==> src/rtl/fdp_pkg.sv <==
package fdp_pkg;
  localparam int DUTY_W = 8;
  localparam int STEPS = (1 << DUTY_W) - 1;          // 255 ticks per period
  localparam logic [DUTY_W-1:0] LAST_STEP = DUTY_W'(STEPS - 1);
  typedef logic [DUTY_W-1:0] duty_t;
endpackage

==> src/rtl/fdp_duty_regs.sv <==
module fdp_duty_regs
  import fdp_pkg::*;
#(
  parameter duty_t RESET_DUTY = 8'h55
) (
  input  logic  clk,
  input  logic  rst_ni,
  input  logic  wr_en,
  input  duty_t wr_data,
  input  logic  sw_mode,
  input  duty_t auto_duty,
  output duty_t target_o
);
  duty_t hold_q, hold_d;
  duty_t target_q, target_d;
  logic  sw_q;
  logic  sw_rise;

  assign sw_rise = sw_mode & ~sw_q;

  always_comb begin
    hold_d   = hold_q;
    target_d = target_q;
    if (wr_en) hold_d = wr_data;
    if (!sw_mode)     target_d = auto_duty;
    else if (wr_en)   target_d = wr_data;
    else if (sw_rise) target_d = hold_q;
  end

  always_ff @(posedge clk or negedge rst_ni) begin
    if (!rst_ni) begin
      hold_q   <= RESET_DUTY;
      target_q <= RESET_DUTY;
      sw_q     <= 1'b0;
    end else begin
      hold_q   <= hold_d;
      target_q <= target_d;
      sw_q     <= sw_mode;
    end
  end

  assign target_o = target_q;

  AST_AUTO_FOLLOW: assert property (@(posedge clk) disable iff (!rst_ni)
    !sw_mode |=> target_o == $past(auto_duty));
  AST_SW_WRITE: assert property (@(posedge clk) disable iff (!rst_ni)
    (sw_mode && wr_en) |=> target_o == $past(wr_data));
  AST_RISE_XFER: assert property (@(posedge clk) disable iff (!rst_ni)
    (sw_mode && !sw_q && !wr_en) |=> target_o == $past(hold_q));
  AST_SW_STEADY: assert property (@(posedge clk) disable iff (!rst_ni)
    (sw_mode && sw_q && !wr_en) |=> $stable(target_o));
endmodule

==> src/rtl/fdp_tick_gen.sv <==
module fdp_tick_gen #(
  parameter int PRESCALE = 2
) (
  input  logic clk,
  input  logic rst_ni,
  output logic tick_o
);
  generate
    if (PRESCALE <= 1) begin : g_direct
      assign tick_o = 1'b1;
    end else begin : g_div
      localparam int PW = $clog2(PRESCALE);
      localparam logic [PW-1:0] PLAST = PW'(PRESCALE - 1);
      logic [PW-1:0] pcnt_q, pcnt_d;

      always_comb begin
        if (pcnt_q == PLAST) pcnt_d = '0;
        else                 pcnt_d = pcnt_q + 1'b1;
      end

      always_ff @(posedge clk or negedge rst_ni) begin
        if (!rst_ni) pcnt_q <= '0;
        else         pcnt_q <= pcnt_d;
      end

      assign tick_o = (pcnt_q == PLAST);

      AST_PRESC_RANGE: assert property (@(posedge clk) disable iff (!rst_ni)
        pcnt_q <= PLAST);
    end
  endgenerate
endmodule

==> src/rtl/fdp_pwm_core.sv <==
module fdp_pwm_core
  import fdp_pkg::*;
#(
  parameter duty_t RESET_DUTY = 8'h55
) (
  input  logic  clk,
  input  logic  rst_ni,
  input  logic  tick,
  input  duty_t target,
  output duty_t active_o,
  output logic  pwm_o
);
  duty_t step_q, step_d;
  duty_t act_q, act_d;
  logic  pwm_q, pwm_d;
  logic  wrap;

  assign wrap = tick && (step_q == LAST_STEP);

  always_comb begin
    step_d = step_q;
    act_d  = act_q;
    if (tick) step_d = wrap ? '0 : step_q + 1'b1;
    if (wrap) act_d = target;
    pwm_d = (step_d < act_d);
  end

  always_ff @(posedge clk or negedge rst_ni) begin
    if (!rst_ni) begin
      step_q <= '0;
      act_q  <= RESET_DUTY;
      pwm_q  <= 1'b0;
    end else begin
      step_q <= step_d;
      act_q  <= act_d;
      pwm_q  <= pwm_d;
    end
  end

  assign active_o = act_q;
  assign pwm_o    = pwm_q;

  AST_STEP_RANGE: assert property (@(posedge clk) disable iff (!rst_ni)
    step_q <= LAST_STEP);
  AST_MIDPERIOD_HOLD: assert property (@(posedge clk) disable iff (!rst_ni)
    !$stable(act_q) |-> step_q == '0);
  AST_ZERO_LOW: assert property (@(posedge clk) disable iff (!rst_ni)
    (act_q == '0 && $past(rst_ni)) |-> !pwm_q);
  AST_FULL_HIGH: assert property (@(posedge clk) disable iff (!rst_ni)
    (act_q == '1 && $past(act_q) == '1 && $past(rst_ni)) |-> pwm_q);
endmodule

==> src/rtl/fan_duty_pwm.sv <==
module fan_duty_pwm
  import fdp_pkg::*;
#(
  parameter int    PRESCALE   = 2,
  parameter duty_t RESET_DUTY = 8'h55
) (
  input  logic              clk,
  input  logic              rst_n,
  input  logic              wr_en,
  input  logic [DUTY_W-1:0] wr_data,
  output logic [DUTY_W-1:0] rd_data,
  input  logic              sw_mode,
  input  logic [DUTY_W-1:0] auto_duty,
  output logic              pwm_out
);
  logic [1:0] rst_sync_q;
  logic       rst_ni;
  logic       tick;
  duty_t      target;
  duty_t      active;

  always_ff @(posedge clk or negedge rst_n) begin
    if (!rst_n) rst_sync_q <= 2'b00;
    else        rst_sync_q <= {rst_sync_q[0], 1'b1};
  end
  assign rst_ni = rst_sync_q[1];

  fdp_tick_gen #(.PRESCALE(PRESCALE)) u_tick (
    .clk(clk), .rst_ni(rst_ni), .tick_o(tick)
  );

  fdp_duty_regs #(.RESET_DUTY(RESET_DUTY)) u_regs (
    .clk(clk), .rst_ni(rst_ni), .wr_en(wr_en), .wr_data(wr_data),
    .sw_mode(sw_mode), .auto_duty(auto_duty), .target_o(target)
  );

  fdp_pwm_core #(.RESET_DUTY(RESET_DUTY)) u_core (
    .clk(clk), .rst_ni(rst_ni), .tick(tick), .target(target),
    .active_o(active), .pwm_o(pwm_out)
  );

  assign rd_data = active;

  AST_READ_LIVE: assert property (@(posedge clk) disable iff (!rst_ni)
    $changed(rd_data) |-> $past(target) == rd_data);
endmodule

==> config.mk <==
export PLATFORM = sky130hd
export DESIGN_NAME = fan_duty_pwm
export DESIGN_NICKNAME = d
export VERILOG_FILES = /design/src/rtl/fdp_pkg.sv /design/src/rtl/fdp_duty_regs.sv /design/src/rtl/fdp_tick_gen.sv /design/src/rtl/fdp_pwm_core.sv /design/src/rtl/fan_duty_pwm.sv
export SDC_FILE = /design/constraint.sdc
export NUM_CORES = 1
export LEC_CHECK = 0
export ABC_AREA = 1
export BUFFER_PORTS_ARGS = -buffer_cell sky130_fd_sc_hd__buf_2
export CAP_MARGIN = 40
export CORE_MARGIN = 2
export CORE_UTILIZATION = 45
export DETAILED_ROUTE_END_ITERATION = 16
export GPL_TIMING_DRIVEN = 0
export PLACE_DENSITY = 0.77
export SYNTH_ARGS = -nofsm -noshare
export SYNTH_HDL_FRONTEND = slang
export SYNTH_SLANG_ARGS = --single-unit
==> constraint.sdc <==
create_clock -name clk -period 1.5 [get_ports clk]
set_input_delay 0.075 -clock clk [delete_from_list [all_inputs] [get_ports clk]]
set_output_delay 0.075 -clock clk [all_outputs]
set_load 0.03 [all_outputs]
# Word level (Yosys, flattened, before mapping)
# Cells that the tools add are included.
word_totals:
  regBits: 37
  wordCells: 23
  input_bits: 20
classes:
  bitwise_logic: 2
  n_reduce_logical: 1
  magnitude_cmp: 1
  addsub: 2
  n_eq_ne: 2
  mux: 7
ops:
  columns: ["op", "n"]
  rows:
  - ["8-bit 2-to-1 mux", 6]
  - ["8-bit by 1-bit adder with 8-bit output, second input constant", 1]
  - ["8-bit == test, second input constant", 1]
  - ["8-bit < comparator", 1]
  - ["3-bit by 2-bit != test with 1-bit output, second input constant", 1]
  - ["1-bit adder, second input constant", 1]
  - ["1-bit AND", 1]
  - ["1-bit logical AND", 1]
  - ["1-bit 2-to-1 mux", 1]
  - ["1-bit inverter", 1]

# Depth between registers and ports, before layout
logic_depth:
  word_depth: 5
  ltp_mapped: 15
  ltp_nobuf: 14

# Cells and area by module
# Synthesis repeated with hierarchy kept, for this count alone.
hier_totals:
  cells_unflattened: 217
  area_unflattened_um2: 1828.0
by_module_without_submodules:
  columns: ["module", "area_each_um2", "cells_each", "seq_area_each_um2", "instances"]
  rows:
  - ["fdp_pwm_core", 953.4, 116, 430.4, 1]
  - ["fdp_duty_regs", 792.0, 96, 435.4, 1]
  - ["fan_duty_pwm", 53.8, 3, 50.0, 1]
  - ["fdp_tick_gen", 28.8, 2, 25.0, 1]

# Worst setup path before layout
# Ideal clock, no wire load.
synth_timing:
  path_type: "reg-to-reg"
  startpoint: "reg u_core.step_q[0]"
  endpoint: "reg u_core.pwm_q (netlist: u_core.pwm_o)"
  setup_ns: 0.126
  t_arrival_ns: 1.801
  synth_period_minus_slack_ns: 1.926
  setup_slack_ns: -0.426
  path_stages_with_launch: 13
  required_time_ns: 1.374
  n_path_buf: 0
  path_cell_list: "dfrtp_1 -> inv_1 -> ha_1 -> nand2_1 -> nor2_2 -> nand2_4 -> inv_1 -> or2_2 -> o21ai_0 -> ha_1 -> nand2_1 -> o21ai_0 -> a21oi_2"
synth_via:
  elab_chain_len: 5
synth_rtl:
  columns: ["element", "line_no", "rtl"]
  rows:
  - ["from (decl)", "fdp_pwm_core.sv:13", "duty_t step_q, step_d;"]
  - ["from (signal assigned)", "fdp_pwm_core.sv:34", "step_q <= step_d;"]
  - ["parallel branches: the longest is 4 deep, another holds 8-bit by 1-bit adder with 8-bit output", null, null]
  - ["8-bit < comparator (*)", "fdp_pwm_core.sv:25", "pwm_d = (step_d < act_d);"]
  - ["net u_core.pwm_d", "fdp_pwm_core.sv:15", "logic pwm_q, pwm_d;"]
  - ["to (signal assigned)", "fdp_pwm_core.sv:36", "pwm_q <= pwm_d;"]
  - ["to (decl)", "fdp_pwm_core.sv:15", null]
# Mark *: on every way through the listed nets, which the timed path passes.
# A chain may end at the register's enable or synchronous reset.

# Final worst setup path
layout_timing:
  startpoint: "reg u_core.step_q[0]"
  endpoint: "reg u_core.pwm_q (netlist: u_core.pwm_o)"
layout_rtl:
  columns: ["element", "line_no", "rtl"]
  rows:
  - ["8-bit == test", "fdp_pwm_core.sv:18", "assign wrap = tick && (step_q == LAST_STEP);"]
  - ["1-bit logical AND", "fdp_pwm_core.sv:18", null]
  - ["8-bit 2-to-1 mux", "fdp_pwm_core.sv:24", "if (wrap) act_d = target;"]
  - ["net u_core.act_d[1]", "fdp_pwm_core.sv:14", "duty_t act_q, act_d;"]
  - ["8-bit < comparator", "fdp_pwm_core.sv:25", null]
  - ["net u_core.pwm_d", "fdp_pwm_core.sv:15", null]
# The timed path passes the listed nets, and every way through them passes these cells.

==> results.sh <==
export IMPL_worst_skew_pair_late_latency_ns=0.29
export IMPL_start_util_pct=47.0
export IMPL_placed_cell_area_um2=1980
export IMPL_drt_first_pass_iters=4
export IMPL_die_height_um=66.1
export IMPL_reg2reg_from="u_core.step_q[0]"
export IMPL_reg2reg_depth=15
export IMPL_netlist_instances=193
export IMPL_diodes=0
export IMPL_crit_startpoint="u_core.step_q[0]"
export IMPL_clock_tree_htree_level_count=2
export IMPL_rsz_0062_raised_after_global_routing="true"
export IMPL_seq_area_um2=941
export IMPL_fmax_mhz=526
export IMPL_route_antenna_remaining_nets=0
export IMPL_irDropWorstVdd_uv=810
export IMPL_finalSetupViolations=3
export IMPL_multi_input_combinational_cell_area_um2=891
export IMPL_tritoncts="yes"
export IMPL_wire_per_inst_um=13.1
export IMPL_violations_in_the_final_reports="setup timing"
export IMPL_postSynthAreaPerCell_um2=8.99
export IMPL_ys_seq_elements=37
export IMPL_crit_type="reg -> reg"
export IMPL_global_route_usage_total_pct=19.8
export IMPL_cts_buffers_inserted=5
export IMPL_drt_iter0_markers=57
export IMPL_chipWidth_um=66.1
export IMPL_worst_ep_required_time_ns=1.73
export IMPL_layout_worst_path_cycle_share_pct=127
export IMPL_clock_sinks=37
export IMPL_worstSetupStartpointType="register"
export IMPL_vias=1444
export IMPL_routabilityCongestion=0.821
export IMPL_layout_cell_area_non_filler_um2=2450
export IMPL_flop2flop_setup_slack_ns=-0.40
export IMPL_globalRouteOverflowTotal=0
export IMPL_clk_path_buf_depth=2
export IMPL_syn_area_um2=1730
export IMPL_hold_start="wr_data[0]"
export IMPL_fp_coreArea_um2=3690
export IMPL_hold_viol_final=0
export IMPL_largest_area_contributor_in_the_netlist="sky130_fd_sc_hd__dfrtp_1"
export IMPL_drcViolationCount=0
export IMPL_synth_distinct_cells=25
export IMPL_hold_path_class="in -> reg"
export IMPL_finalCoreUtilization_pct=66.5
export IMPL_area_growth_from_synthesis_to_layout_pct=41.5
export IMPL_nets=274
export IMPL_critPathArrivalTime_ns=2.13
export IMPL_grt_pass1_wl_um=6500
export IMPL_timing_rr_end="u_core.pwm_o"
export IMPL_antenna_found_initial=0
export IMPL_clock_tree_root="sky130_fd_sc_hd__clkbuf_8"
export IMPL_floorplan_rows=22
export IMPL_synth_nets=222
export IMPL_drive_gt1_share_pct=47.2
export IMPL_die_footprint_um2=4370
export IMPL_cts_reportedPaths_clkPinSlew_ns=0.07
export IMPL_netlist_area_leader_share_pct=36.1
export IMPL_grt_pass1_vias=1483
export IMPL_fin_worst_skew_ns=0.00643
export IMPL_postRouteWirelength_um=3840
export IMPL_yosys_warning_total=0
export IMPL_static_leak_nw=1.25
export IMPL_synth_sequential_area_ratio_pct=54.3
export IMPL_outcome="complete, but fails checks"
export IMPL_buffer_ports_inserted=27
export IMPL_avgViaCountPerCell=4.91
export IMPL_post_route_worst_setup_slack_ns=-0.402
export IMPL_maxCapViolCount=0
export IMPL_fin_worst_hold_slack_ns=0.0160
export IMPL_n_fill_cell=298
export IMPL_timing_setup_tns_ns=-0.466
export IMPL_top_area_cells_in_the_synthesized_netlist="sky130_fd_sc_hd__dfrtp_1, sky130_fd_sc_hd__dfstp_2, sky130_fd_sc_hd__nand2_1, sky130_fd_sc_hd__ha_1, sky130_fd_sc_hd__inv_1"
export IMPL_hpwlAfterDp_um=2510
export IMPL_worstSetupEndpointType="register"
export IMPL_power_per_cell_area_nw_per_um2=860
export IMPL_design_portCount=29
export IMPL_critical_path_max_fanout=7
export IMPL_final_max_slew_viol_count=0
export IMPL_maximum_number_of_pins_on_one_net_before_global_route_repair=17
export IMPL_crit_path_end="u_core.pwm_o"
export IMPL_final_period_minus_worst_setup_slack_ns=1.90
-- kinds of logic after synthesis --
group / synth area share (%)
other: 0.216
flip-flops: 54.3
AND/OR/NAND/NOR: 22.4
AO/OA/AOI/OAI: 10.5
buffers and inverters: 6.06
adder cells (fa/ha/maj): 6.49
-- worst min-delay path by stage --
stage | end | slack [ns] | depth (start not counted)
floorplan | rst_sync_q[0] | -0.22 | 0
global placement | rst_sync_q[0] | -0.14 | 1
detailed placement | rst_sync_q[1] | -0.14 | 1
finish | u_regs.hold_q[0] | 0.02 | 3
CTS | u_regs.hold_q[2] | 0.005 | 3
global route | u_regs.target_o[4] | 0.02 | 3
-- registers in the layout, indices dropped and copies added (netlist names) --
register / count
u_regs.hold_q: 8
u_regs.target_o: 8
u_core.pwm_o: 1
u_core.step_q: 8
u_core.active_o: 8
u_tick.tick_o: 1
rst_sync_q: 2
u_regs.sw_q: 1
-- cell usage in the layout (no fill, tap or decap), types with 3 or more instances in the layout --
master / n
sky130_fd_sc_hd__nand2_1: 51
sky130_fd_sc_hd__buf_2: 30
sky130_fd_sc_hd__dfrtp_1: 25
sky130_fd_sc_hd__inv_1: 17
sky130_fd_sc_hd__dfstp_2: 12
sky130_fd_sc_hd__nor2_1: 10
sky130_fd_sc_hd__buf_4: 9
sky130_fd_sc_hd__o21ai_2: 7
sky130_fd_sc_hd__a31oi_1: 7
sky130_fd_sc_hd__nand2_2: 6
sky130_fd_sc_hd__a21oi_2: 6
sky130_fd_sc_hd__clkbuf_8: 6
sky130_fd_sc_hd__or2_4: 5
sky130_fd_sc_hd__nor2_4: 4
sky130_fd_sc_hd__ha_4: 4
sky130_fd_sc_hd__ha_1: 4
sky130_fd_sc_hd__inv_2: 3
sky130_fd_sc_hd__nand3_2: 3
sky130_fd_sc_hd__a21oi_1: 3
sky130_fd_sc_hd__dlygate4sd3_1: 3
-- synthesized netlist by cell type --
| cell | count |
|---|---|
| sky130_fd_sc_hd__a21oi_1 | 8 |
| sky130_fd_sc_hd__a21oi_2 | 1 |
| sky130_fd_sc_hd__a21oi_4 | 1 |
| sky130_fd_sc_hd__a31oi_1 | 7 |
| sky130_fd_sc_hd__buf_2 | 3 |
| sky130_fd_sc_hd__buf_6 | 1 |
| sky130_fd_sc_hd__conb_1 | 1 |
| sky130_fd_sc_hd__dfrtp_1 | 25 |
| sky130_fd_sc_hd__dfstp_2 | 12 |
| sky130_fd_sc_hd__ha_1 | 9 |
| sky130_fd_sc_hd__inv_1 | 20 |
| sky130_fd_sc_hd__inv_2 | 1 |
| sky130_fd_sc_hd__nand2_1 | 56 |
| sky130_fd_sc_hd__nand2_2 | 2 |
| sky130_fd_sc_hd__nand2_4 | 1 |
| sky130_fd_sc_hd__nand3_1 | 5 |
| sky130_fd_sc_hd__nor2_1 | 14 |
| sky130_fd_sc_hd__nor2_2 | 1 |
| sky130_fd_sc_hd__nor2_4 | 1 |
| sky130_fd_sc_hd__nor3_1 | 2 |
| sky130_fd_sc_hd__nor4_1 | 1 |
| sky130_fd_sc_hd__o21ai_0 | 12 |
| sky130_fd_sc_hd__o22ai_1 | 1 |
| sky130_fd_sc_hd__o31ai_1 | 1 |
| sky130_fd_sc_hd__or2_2 | 7 |
-- layout make-up --
type	count	area share [%]
plain buffers	4	1.22
clock buffers	7	3.52
clock inverters	1	1.22
inverters	21	3.42
multi-input cells	131	36.3
flip-flops and latches	37	38.3
well taps	48	2.45
repair buffers	44	13.3
repair inverters	1	0.255
-- through the flow --
| step | setup slack [ns] | power (mW) | std cells |
|---|---|---|---|
| 2_1_floorplan | -0.319 | 1.17 | 193 |
| 3_3_place_gp | -0.530 | 1.21 | 268 |
| 3_5_place_dp | -0.561 | 1.23 | 270 |
| 4_1_cts | -0.429 | 2.12 | 292 |
| 5_1_grt | -0.487 | 2.20 | 294 |
| 6_report | -0.402 | 2.11 | 294 |
-- what timing repair did --
| action | CTS | global route |
|---|---|---|
| gates resized for setup | 31 | 25 |
| endpoints found under the hold margin | 4 | 0 |
| setup endpoints to repair | 7 | 7 |
| cloned | 2 | 0 |
| hold buffers | 3 | 0 |
| pin swaps | 17 | 12 |
| setup buffers | 9 | 2 |
-- worst max-delay path: stages (launching register included) --
cell and delay [ns]:
sky130_fd_sc_hd__dfrtp_1 0.40, sky130_fd_sc_hd__inv_2 0.08, sky130_fd_sc_hd__ha_4 0.13, sky130_fd_sc_hd__nand2_4 0.04, sky130_fd_sc_hd__nor2_4 0.15, sky130_fd_sc_hd__nand2_8 0.12
sky130_fd_sc_hd__buf_8 0.17, sky130_fd_sc_hd__nand2_2 0.05, sky130_fd_sc_hd__o21ai_2 0.05, sky130_fd_sc_hd__inv_1 0.06, sky130_fd_sc_hd__ha_1 0.23, sky130_fd_sc_hd__nand2_1 0.06
sky130_fd_sc_hd__nand2_1 0.05, sky130_fd_sc_hd__nand2_1 0.07, sky130_fd_sc_hd__nand2_2 0.06, sky130_fd_sc_hd__a21oi_2 0.11
-- report_power, final --
group          switching (mW)  total (mW)  internal, mW
combinational          0.0737       0.134        0.0607
sequential             0.0288        1.09          1.06
clock                   0.345       0.887         0.542
total                   0.447        2.11          1.66
-- metal layers --
layer / GRT usage, % / vias to the layer above / wire length, um
li1: - / 726 / -
met1: 23.2 / 673 / 1560
met2: 34.9 / 35 / 2020
met3: 3.92 / 10 / 144
met4: 8.67 / 0 / 107
met5: 0 / - / 0
No activity file was read; power rests on OpenSTA's default activity.
